==> config.mk <==
export PLATFORM = sky130hd
export DESIGN_NAME = pcfg_seq
export DESIGN_NICKNAME = d
export VERILOG_FILES = /design/src/rtl/pcfg_seq.sv
export SDC_FILE = /design/constraint.sdc
export NUM_CORES = 1
export LEC_CHECK = 0
export BUFFER_PORTS_ARGS = -buffer_cell sky130_fd_sc_hd__buf_2
export CORE_MARGIN = 1
export CORE_UTILIZATION = 25
export CTS_CLUSTER_SIZE = 20
export DETAILED_ROUTE_END_ITERATION = 8
export GPL_TIMING_DRIVEN = 0
export HOLD_SLACK_MARGIN = 0.03
export PLACE_DENSITY_LB_ADDON = 0.08
export SKIP_CTS_REPAIR_TIMING = 1
export SLEW_MARGIN = 20
export SYNTH_ARGS = -nofsm -noshare
export SYNTH_HDL_FRONTEND = slang
export SYNTH_SLANG_ARGS = --single-unit
==> constraint.sdc <==
create_clock -name clk -period 3.32 [get_ports clk]
set_input_delay 0.166 -clock clk [delete_from_list [all_inputs] [get_ports clk]]
set_output_delay 0.166 -clock clk [all_outputs]
set_load 0.05 [all_outputs]
==> src/rtl/pcfg_seq.sv <==
`timescale 1ns/1ps
module pcfg_seq #(
  parameter int CLK_PS    = 5000,
  parameter bit SLOW      = 1'b0,
  parameter int PULSE_PS  = 2_000_000,
  parameter int MAX_BYTES = 4096,
  parameter int UCLK_N    = 3192
) (
  input  logic       clk,
  input  logic       rst_n,
  input  logic       start,
  input  logic       wake_uclk,
  input  logic       s_valid,
  input  logic [7:0] s_data,
  output logic       s_ready,
  output logic       cfg_rst_n,
  input  logic       cfg_stat,
  input  logic       cfg_done,
  output logic       cfg_clk,
  output logic [7:0] cfg_data,
  output logic       usr_clk,
  output logic       busy,
  output logic       user_mode,
  output logic       err_to,
  output logic       err_abort,
  output logic       err_nodone
);

  function automatic int cdiv(int t);
    return (t + CLK_PS - 1) / CLK_PS;
  endfunction

  function automatic int imax(int a, int b);
    return (a > b) ? a : b;
  endfunction

  localparam int T_SU   = SLOW ? 8000 : 5000;
  localparam int T_HL   = SLOW ? 6400 : 3200;
  localparam int T_PER  = SLOW ? 15000 : 7500;
  localparam int C_HI   = imax(cdiv(T_HL), 1);
  localparam int C_LO0  = imax(imax(cdiv(T_SU), cdiv(T_HL)), 1);
  localparam int C_LO   = imax(C_LO0, cdiv(T_PER) - C_HI);
  localparam int C_RST  = cdiv(imax(PULSE_PS, 1_000_000));
  localparam int C_STTO = cdiv(230_000_000);
  localparam int C_CF2K = cdiv(230_000_000);
  localparam int C_ST2K = cdiv(2_000_000);
  localparam int C_CU   = 4 * (C_HI + C_LO);
  localparam int C_UM   = cdiv(650_000_000);
  localparam int C_TOP  = imax(imax(imax(C_UM, C_RST), imax(C_CU, UCLK_N)),
                               imax(imax(C_STTO, C_CF2K), imax(C_ST2K, C_LO + C_HI)));
  localparam int CW     = $clog2(C_TOP + 2);
  localparam int BW     = $clog2(MAX_BYTES + 1);

  typedef enum logic [3:0] {
    IDLE, PULSE, WSTAT, PRE, LOW, HIGH, CUWAIT, UCLKS, OSCW
  } st_t;

  st_t            st;
  logic [CW-1:0]  cnt, rel;
  logic [BW-1:0]  nb;
  logic           have, mode_u;
  logic           rst_q, clk_q, uclk_q, um_q, e_to, e_ab, e_nd;
  logic [7:0]     dat_q;

  assign s_ready    = (st == LOW) && !have && cfg_stat && !cfg_done &&
                      (nb != BW'(MAX_BYTES));
  assign busy       = (st != IDLE);
  assign cfg_rst_n  = rst_q;
  assign cfg_clk    = clk_q;
  assign cfg_data   = dat_q;
  assign usr_clk    = uclk_q;
  assign user_mode  = um_q;
  assign err_to     = e_to;
  assign err_abort  = e_ab;
  assign err_nodone = e_nd;

  always_ff @(posedge clk or negedge rst_n) begin
    if (!rst_n) begin
      st     <= IDLE;
      cnt    <= '0;
      rel    <= '0;
      nb     <= '0;
      have   <= 1'b0;
      mode_u <= 1'b0;
      rst_q  <= 1'b1;
      clk_q  <= 1'b0;
      dat_q  <= '0;
      uclk_q <= 1'b0;
      um_q   <= 1'b0;
      e_to   <= 1'b0;
      e_ab   <= 1'b0;
      e_nd   <= 1'b0;
    end else begin
      case (st)
        IDLE: if (start) begin
          st     <= PULSE;
          rst_q  <= 1'b0;
          cnt    <= '0;
          mode_u <= wake_uclk;
          um_q   <= 1'b0;
          e_to   <= 1'b0;
          e_ab   <= 1'b0;
          e_nd   <= 1'b0;
        end
        PULSE: if (cnt == CW'(C_RST - 1)) begin
          rst_q <= 1'b1;
          st    <= WSTAT;
          cnt   <= '0;
          rel   <= '0;
        end else cnt <= cnt + CW'(1);
        WSTAT: if (cfg_stat) begin
          st  <= PRE;
          cnt <= '0;
          rel <= rel + CW'(1);
        end else if (rel == CW'(C_STTO - 1)) begin
          e_to <= 1'b1;
          st   <= IDLE;
        end else rel <= rel + CW'(1);
        PRE: if (!cfg_stat) begin
          e_ab <= 1'b1;
          st   <= IDLE;
        end else begin
          if (rel < CW'(C_CF2K)) rel <= rel + CW'(1);
          if (cnt < CW'(C_ST2K)) cnt <= cnt + CW'(1);
          if (rel >= CW'(C_CF2K) && cnt >= CW'(C_ST2K)) begin
            st   <= LOW;
            cnt  <= '0;
            nb   <= '0;
            have <= 1'b0;
          end
        end
        LOW: if (!cfg_stat) begin
          e_ab <= 1'b1;
          have <= 1'b0;
          st   <= IDLE;
        end else if (!have) begin
          if (cfg_done) begin
            st  <= mode_u ? CUWAIT : OSCW;
            cnt <= '0;
          end else if (nb == BW'(MAX_BYTES)) begin
            e_nd <= 1'b1;
            st   <= IDLE;
          end else if (s_valid) begin
            dat_q <= s_data;
            have  <= 1'b1;
            cnt   <= '0;
          end
        end else if (cnt == CW'(C_LO - 1)) begin
          clk_q <= 1'b1;
          st    <= HIGH;
          cnt   <= '0;
        end else cnt <= cnt + CW'(1);
        HIGH: if (!cfg_stat) begin
          e_ab  <= 1'b1;
          clk_q <= 1'b0;
          have  <= 1'b0;
          st    <= IDLE;
        end else if (cnt == CW'(C_HI - 1)) begin
          clk_q <= 1'b0;
          have  <= 1'b0;
          nb    <= nb + BW'(1);
          st    <= LOW;
          cnt   <= '0;
        end else cnt <= cnt + CW'(1);
        CUWAIT: if (cnt == CW'(C_CU - 1)) begin
          st  <= UCLKS;
          cnt <= '0;
        end else cnt <= cnt + CW'(1);
        UCLKS: if (!uclk_q) uclk_q <= 1'b1;
        else begin
          uclk_q <= 1'b0;
          if (cnt == CW'(UCLK_N - 1)) begin
            um_q <= 1'b1;
            st   <= IDLE;
          end else cnt <= cnt + CW'(1);
        end
        OSCW: if (cnt == CW'(C_UM - 1)) begin
          um_q <= 1'b1;
          st   <= IDLE;
        end else cnt <= cnt + CW'(1);
        default: st <= IDLE;
      endcase
    end
  end

endmodule

# Word-level counts from Yosys, hierarchy flattened
# Index checks and enable logic that the tools add are counted.
# classes
addsub,3
n_eq_ne,47
order_cmp,4
reduce_logical,34
n_bitwise,3
n_mux,80
# ops
cell,n
2-to-1 mux 17 bit,22
one-hot mux 17 bit (9 select lines),1
2-to-1 mux 4 bit,18
2-to-1 mux 13 bit,4
one-hot mux 17 bit (3 select lines),1
inequality test 2 bit (second input constant),21
one-hot mux 4 bit (9 select lines),1
adder 17 x 1 -> 17 bit (second input constant),2
one-hot mux 13 bit (2 select lines),1
2-to-1 mux 1 bit,25
AND reduction 5 bit,4
equality test 17 x 12 -> 1 bit (second input constant),1
equality test 17 x 16 -> 1 bit (second input constant),1
equality test 17 bit (second input constant),1
equality test 17 x 3 -> 1 bit (second input constant),1
equality test 17 x 9 -> 1 bit (second input constant),1
>= comparator 17 x 16 -> 1 bit (second input constant),1
>= comparator 17 x 9 -> 1 bit (second input constant),1
zero test 17 bit,1
< comparator 17 x 16 -> 1 bit (second input constant),1
< comparator 17 x 9 -> 1 bit (second input constant),1
equality test 4 x 3 -> 1 bit (second input constant),4
inequality test 3 bit (second input constant),5
adder 13 x 1 -> 13 bit (second input constant),1
26 further kinds,51
# word_totals
register_bits,68
output_inout_bits,17
in_bits,15
word_cells,185

# Depth between registers and ports, before layout
# Gate-level depths: netlist of run 1.
# depth
word_depth,6
ltp_mapped,11
ltp_nobuf,8

# Worst setup path after synthesis of run 1
# OpenSTA, ideal clock, no wires.
# synth_path
path_kind,register -> register
startpoint,register cnt[0]
endpoint,register cnt[13]
path_buffers,3
setup_ns,0.121
t_required_ns,3.199
arrival_ns,2.699
stages_incl_launch_ff,12
slack_ns,0.500
synth_period_minus_slack_ns,2.820
cell_sequence,dfrtp_1 -> inv_1 -> ha_1 -> or4b_2 -> or4_1 -> o211ai_1 -> and4_1 -> buf_2 -> nor2b_1 -> buf_2 -> buf_2 -> a22o_1
# synth_via
elab_chain_len,5
word_cells_on_any_way,26
classes_between,add/sub (1); order compare (2); eq/ne (7); mux (13); reduce/logical (3)
# synth_rtl
item,line,rtl
from (decl),59,"logic [CW-1:0] cnt, rel;"
from (signal assigned),110,end else cnt <= cnt + CW'(1);
from (signal assigned),124,if (cnt < CW'(C_ST2K)) cnt <= cnt + CW'(1);
from (signal assigned),152,end else cnt <= cnt + CW'(1);
adder 17 x 1 -> 17 bit (tied with other cells),-,
2-to-1 mux 17 bit (tied with other cells),"148, 158",
2-to-1 mux 17 bit (on tied branches),"136, 125",
2-to-1 mux 17 bit (on tied branches),"132, 119",
one-hot mux 17 bit (9 select lines),94,case (st)
# Several ways; a longest one is shown, not always the timed one. The select of a mux whose other input is x is not followed.
# A chain may end at the register's enable or synchronous reset.

# Worst setup path after layout of run 1
# layout_path
startpoint,register cnt[14]
endpoint,register st[2]
# layout_via
elab_chain_len,4
word_cells_on_any_way,15
classes_between,order compare (1); eq/ne (11); reduce/logical (3)
# layout_rtl
item,line,rtl
>= comparator 17 x 9 -> 1 bit,125,if (rel >= CW'(C_CF2K) && cnt >= CW'(C_ST2K)) begin
logical AND 1 bit,125,
inequality test 3 bit (no source line),-,
AND reduction 11 bit (no source line) (*),-,
to (signal assigned),138,st <= mode_u ? CUWAIT : OSCW;
to (decl),58,st_t st;
# Mark *: on every way between the ends. The rest lies on a longest branch, timed or not.

==> impl_metrics.tcl, run 1 <==
set metrics [dict create \
    htree_levels 3 \
    ios 32 \
    core_region_area_um2 15900 \
    worstMarginPinSlew_ps 701 \
    clock_power_share_pct 24.7 \
    post-route-min-period_ps 3150 \
    synth_area_um2 4110 \
    track_usage_pct 15.1 \
    powerDensity_nw_per_um2 749 \
    crit_path_end_kind "flip-flop" \
    path_class "reg2reg" \
    start_kind "flip-flop" \
    switching_share_pct 44.6 \
    ant_nets 0 \
    synth.net_count 492 \
    grt_setup_unrepaired "false" \
    relSlewSlack_pct 53.1 \
    fillerInstances 1725 \
    cts_tree "built" \
    antenna_found_initial 0 \
    synth_top_area_cell "dfrtp_1" \
    grt_pass1_wl_um 19500 \
    hp-class "in2reg" \
    syn_to_final_growth_pct 18.3 \
    crit_fanout 6 \
    ir_drop_v 0.000253 \
    layout-drive-gt1-share_pct 15.2 \
    crit_required_ps 3540 \
    port_buffers 30 \
    drv_cap 0 \
    gp_congestion 0.818 \
    clk_root_buffer_cell "clkbuf_16" \
    synth_top_area_share_pct 40.8 \
    final_nets 535 \
    antenna_cells 0 \
    yosys_warnings 0 \
    synthCells 471 \
    insertion_delay_ps 340 \
    hpwl_um 8620 \
    synth_ff_type "dfrtp_1" \
    finalHoldViolations 0 \
    switchingPower_uw 1620 \
    wl_per_cell_um 16.5 \
    drc 0 \
    vias 3751 \
    setup_tns_ps 0 \
    p_int_uw 2020 \
    placement_rows 46 \
    setup_viol 0 \
    die_w_um 130 \
    synth_edf_count 0 \
    period_share_pct 95.0 \
    worstPathCellList "or4_4 -> nor4_1 -> a21oi_1 -> or3_1 -> a2111o_1 -> mux2_2" \
    slew_viol_final 0 \
    status "finished, final reports clean" \
    critical_path_arrival_ps 3370 \
    synth_area_per_cell_um2 8.73 \
    seq_power_share_pct 30.8 \
    drtIter0Drc 242 \
    async_reset_ff_share_pct 100 \
    pwr-share-comb_pct 44.4 \
    fin_util_pct 30.5 \
    slowest_delay_ps 640 \
    fin_skew_ps 4.66 \
    cts_buffer_depth 2 \
    ys_types 57 \
    timing.fmax_mhz 317 \
    clock_sinks 68 \
    grt_pass1_vias 3655 \
    slowest_stage "nor4_1" \
    cts_buffers 9 \
    start_util_pct 25.8 \
    ys_seq_elements 68 \
    cts.clk_slew.worst_paths_ps 60 \
    wl_um 12100 \
    chipHeight_um 130 \
    synth_area_leaders "dfrtp_1, o21ai_0, nand2_1, a22o_1, mux2_2" \
    synth-seq-area-share_pct 41.4 \
    drt_first_pass_iters 4 \
    vias_per_cell 5.10 \
    grt_max_degree 48 \
    grt-ovfl-total 0 \
    leakage_uw 0.00208 \
    die_area_um2 17000 \
]
## per-layer routing
layer	track usage (%)	wire length, um	share of wire, %
met3	2.95	367	3.0
met5	0	0	0
met4	6.57	261	2.2
met1	20.0	5830	48
met2	23.8	5630	47
## synthesized netlist by cell type, types with 6 or more instances
library cell,n
or4_1,12
nand2b_1,10
nor3_1,13
inv_1,13
or3_1,10
mux2_2,12
o21ai_0,49
dfrtp_1,67
nor2b_1,10
and3_1,16
a22o_1,16
a31oi_1,8
nor2_1,35
o31ai_1,10
buf_2,7
nand2_1,40
nor4_1,8
clkbuf_1,18
a21oi_1,21
ha_1,6
nand4_1,6
nand3_1,25
## critical path, delay by kind of cell (launching register included)
| kind | cells | cell delay [ps] |
|---|---|---|
| compound gates | 2 | 630 |
| mux | 1 | 310 |
| flops | 1 | 430 |
| simple gates | 3 | 1650 |
## final timing paths
| kind | startpoint | to | slack [ps] | cells after the start |
|---|---|---|---|---|
| worst max-delay path | cnt[14] | st[2] | 170 | 6 |
| min in group asynchronous | rst_n | rel[8] | 260 | 2 |
| worst min-delay path | s_data[1] | cfg_data[1] | 50 | 2 |
| max in group asynchronous | rst_n | nb[6] | 2510 | 3 |
| worst max register to register | cnt[14] | st[2] | 170 | 6 |
| worst min register to register | cfg_rst_n | cfg_rst_n | 460 | 2 |
## cell families after synthesis
logic type,Yosys count,share of synthesized area (%)
xor+xnor,1,0.213
buf+inv,39,3.77
compound gates,137,21.5
flops,68,41.4
simple gates,206,27.5
fa+ha+maj,6,1.83
mux,14,3.77
## sequential cells by signal (all words and copies together) (netlist names), 4 cells and up
name,cells
nb,13
cfg_data,8
cnt,17
st,4
rel,17
## placed cells by master, fill, tap and decap left out, types with 16 or more instances in the layout
cell,synthesis,routed
dfrtp_1,67,67
nand3_1,25,25
a22o_1,16,16
o21ai_0,49,49
a21oi_1,21,21
and3_1,16,16
buf_2,7,36
nand2_1,40,40
nor2_1,35,35
clkbuf_1,18,18
## through the flow
| stage | power (uW) | hold WS, ps | setup WS [ps] | cells | area, um2 |
|---|---|---|---|---|---|
| after floorplan | 2270 | -130 | 500 | 471 | 4110 |
| after global placement | 2750 | 400 | 52.5 | 717 | 4530 |
| after detailed placement | 2750 | 93.9 | 55.9 | 718 | 4560 |
| after CTS | 3680 | -275 | 50.6 | 734 | 4830 |
| after global routing | 3900 | 40.8 | 10.1 | 735 | 4860 |
| final | 3640 | 53.3 | 168 | 735 | 4860 |
## cell type report
cell class | count | area, um2 | area share, %
Buffer | 26 | 109 | 2.24
Clock buffer | 12 | 246 | 5.07
Clock inverter | 4 | 25.0 | 0.514
Inverter | 13 | 48.8 | 1.00
Multi-Input combinational cell | 364 | 2270 | 46.7
Sequential cell | 68 | 1700 | 35.0
Tap cell | 216 | 270 | 5.56
Timing Repair Buffer | 32 | 190 | 3.91
## power groups by stage
stage	logic, uW	registers, uW	clock network (uW)
after floorplan	892	1380	0
after global routing	1790	1150	968
after detailed placement	1610	1140	0
final	1620	1120	901
after CTS	1620	1120	941
after global placement	1610	1140	0
Note: power is estimated with default switching activity, not from simulation.
==> inputs of run 2 (changes only) <==
CORE_UTILIZATION = 47   (was 25)
MAX_ROUTING_LAYER = met4   (was not set)
==> run 2 against run 1 <==
Net effect: worst setup slack gained 37 ps; highest routed layer unchanged; worst hold slack lost 11 ps; total power shrank 6.8%; sequential cell count is the same; combinational power is essentially flat; critical endpoint is now cnt[6]; sequential share of layout area grew 1.7 points; register-to-register slack gained 40 ps; clock skew grew 6.7 ps; maximum frequency grew 1.2%.
==> impl_metrics.tcl, run 2 (synthesis gave the netlist of run 1 again) <==
set metrics [dict create \
    ant_nets 0 \
    core_region_area_um2 8340 \
    setup_viol 0 \
    top_regs "cnt x17, rel x17, nb x13" \
    track_usage_pct 25.0 \
    fin_skew_ps 11.3 \
    layout_commonest_cell "dfrtp_1" \
    worstPathCellList "inv_1 -> ha_1 -> or4b_2 -> or4_4 -> o211ai_1 -> and4_1 -> buf_2 -> nor2b_1 -> buf_2 -> buf_2 -> a22o_1" \
    placed_area_um2 4420 \
    clk_root_buffer_cell "clkbuf_8" \
    antenna_cells 0 \
    critical_path_arrival_ps 3350 \
    finalHoldViolations 0 \
    leakage_uw 0.00205 \
    vias_per_cell 6.17 \
    wl_um 10400 \
    start_kind "flip-flop" \
    gp_congestion 0.897 \
    grt_pass1_wl_um 17100 \
    status "finished, final reports clean" \
    post-route-min-period_ps 3120 \
    design_area_um2 4640 \
    ios 32 \
    die_w_um 95.5 \
    critPathTopFamily "simple AND/OR/NAND/NOR gates" \
    holdPathStages 2 \
    worst-path-stages 11 \
    grt_max_degree 39 \
    cts_tree "built" \
    crit_required_ps 3550 \
    chipHeight_um 95.5 \
    die_area_um2 9130 \
    wl_per_cell_um 16.6 \
    crit_fanout 10 \
    multiInputGateArea_um2 2270 \
    hp-class "in2reg" \
    setup_tns_ps 0 \
    relSlewSlack_pct 54.7 \
    cts_buffer_depth 2 \
    layout-drive-gt1-share_pct 14.8 \
    htree_levels 3 \
    period_share_pct 93.9 \
    drv_cap 0 \
    insertion_delay_ps 350 \
    crit_path_frequent_cell "buf_2" \
    worstMarginPinSlew_ps 676 \
    worstPathBufferInverterCount 4 \
    antenna_found_initial 0 \
    final_nets 537 \
    drc 0 \
    grt_pass1_vias 3505 \
    hpwl_um 7360 \
    timing.fmax_mhz 321 \
    clock_sinks 68 \
    grt-ovfl-total 0 \
    syn_to_final_growth_pct 12.8 \
    cts_buffers 9 \
    worst_hold_slack_ps 42.0 \
    powerDensity_nw_per_um2 732 \
    cts.clk_slew.worst_paths_ps 70 \
    slowest_delay_ps 600 \
    crit_path_end_kind "flip-flop" \
    placement_rows 33 \
    port_buffers 30 \
    start_util_pct 49.3 \
    seq_area_um2 1700 \
    fin_util_pct 55.6 \
    slowest_stage "or4b_2" \
    final_cell_mix "dfrtp_1, o21ai_0, nand2_1" \
    fillerInstances 784 \
    drt_first_pass_iters 5 \
    slew_viol_final 0 \
    path_class "reg2reg" \
    drtIter0Drc 199 \
    reg2reg_depth 11 \
    grt_setup_unrepaired "false" \
    vias 3856 \
    ir_drop_v 0.000470 \
]
run 2: cell count changes in the layout (fill, tap and decap cells not counted), sizes merged:
| cell | change |
|---|---|
| clkbuf | -1 |
| buf | +2 |
| bufinv | +1 |
| clkinvlp | -1 |
run 2: per-stage QoR:
stage                     power (uW)  worst slack (ps)  std cells
final                           3390               204        625
after global routing            3630              51.5        625
after CTS                       3360              57.6        622
after detailed placement        2690              76.0        607
after global placement          2660               122        606
after floorplan                 2270               500        471
run 2: area by class of cell:
type	instances	area share [%]
clock inverter	4	1.11
tap	105	2.83
clock buffer	11	2.83
sequential	68	36.7
multi-input combinational	364	48.9
inverter	13	1.05
timing repair buffer	34	4.26
buffer	26	2.29
run 2: worst paths after layout:
path | start | to | slack [ps]
hold / removal | s_data[6] | cfg_data[6] | 40
setup reg to reg | cnt[0] | cnt[6] | 200
min in group asynchronous | rst_n | rel[9] | 290
hold reg to reg | cfg_rst_n | cfg_rst_n | 460
setup / recovery | cnt[0] | cnt[6] | 200
max in group asynchronous | rst_n | cfg_rst_n | 2430
run 2: routing by layer:
layer | global-route usage [%] | up-vias | wire [um]
li1 | - | 1854 | -
met1 | 34.1 | 1899 | 5020
met2 | 38.0 | 94 | 4830
met3 | 4.39 | 9 | 418
met4 | 7.59 | 0 | 99
met5 | - | - | 0
run 2: power breakdown:
part / leakage [uW] / internal [uW] / switching [uW]
registers: 0.000899 / 978 / 135
clock network: 0.0000894 / 344 / 322
logic: 0.00106 / 530 / 1090
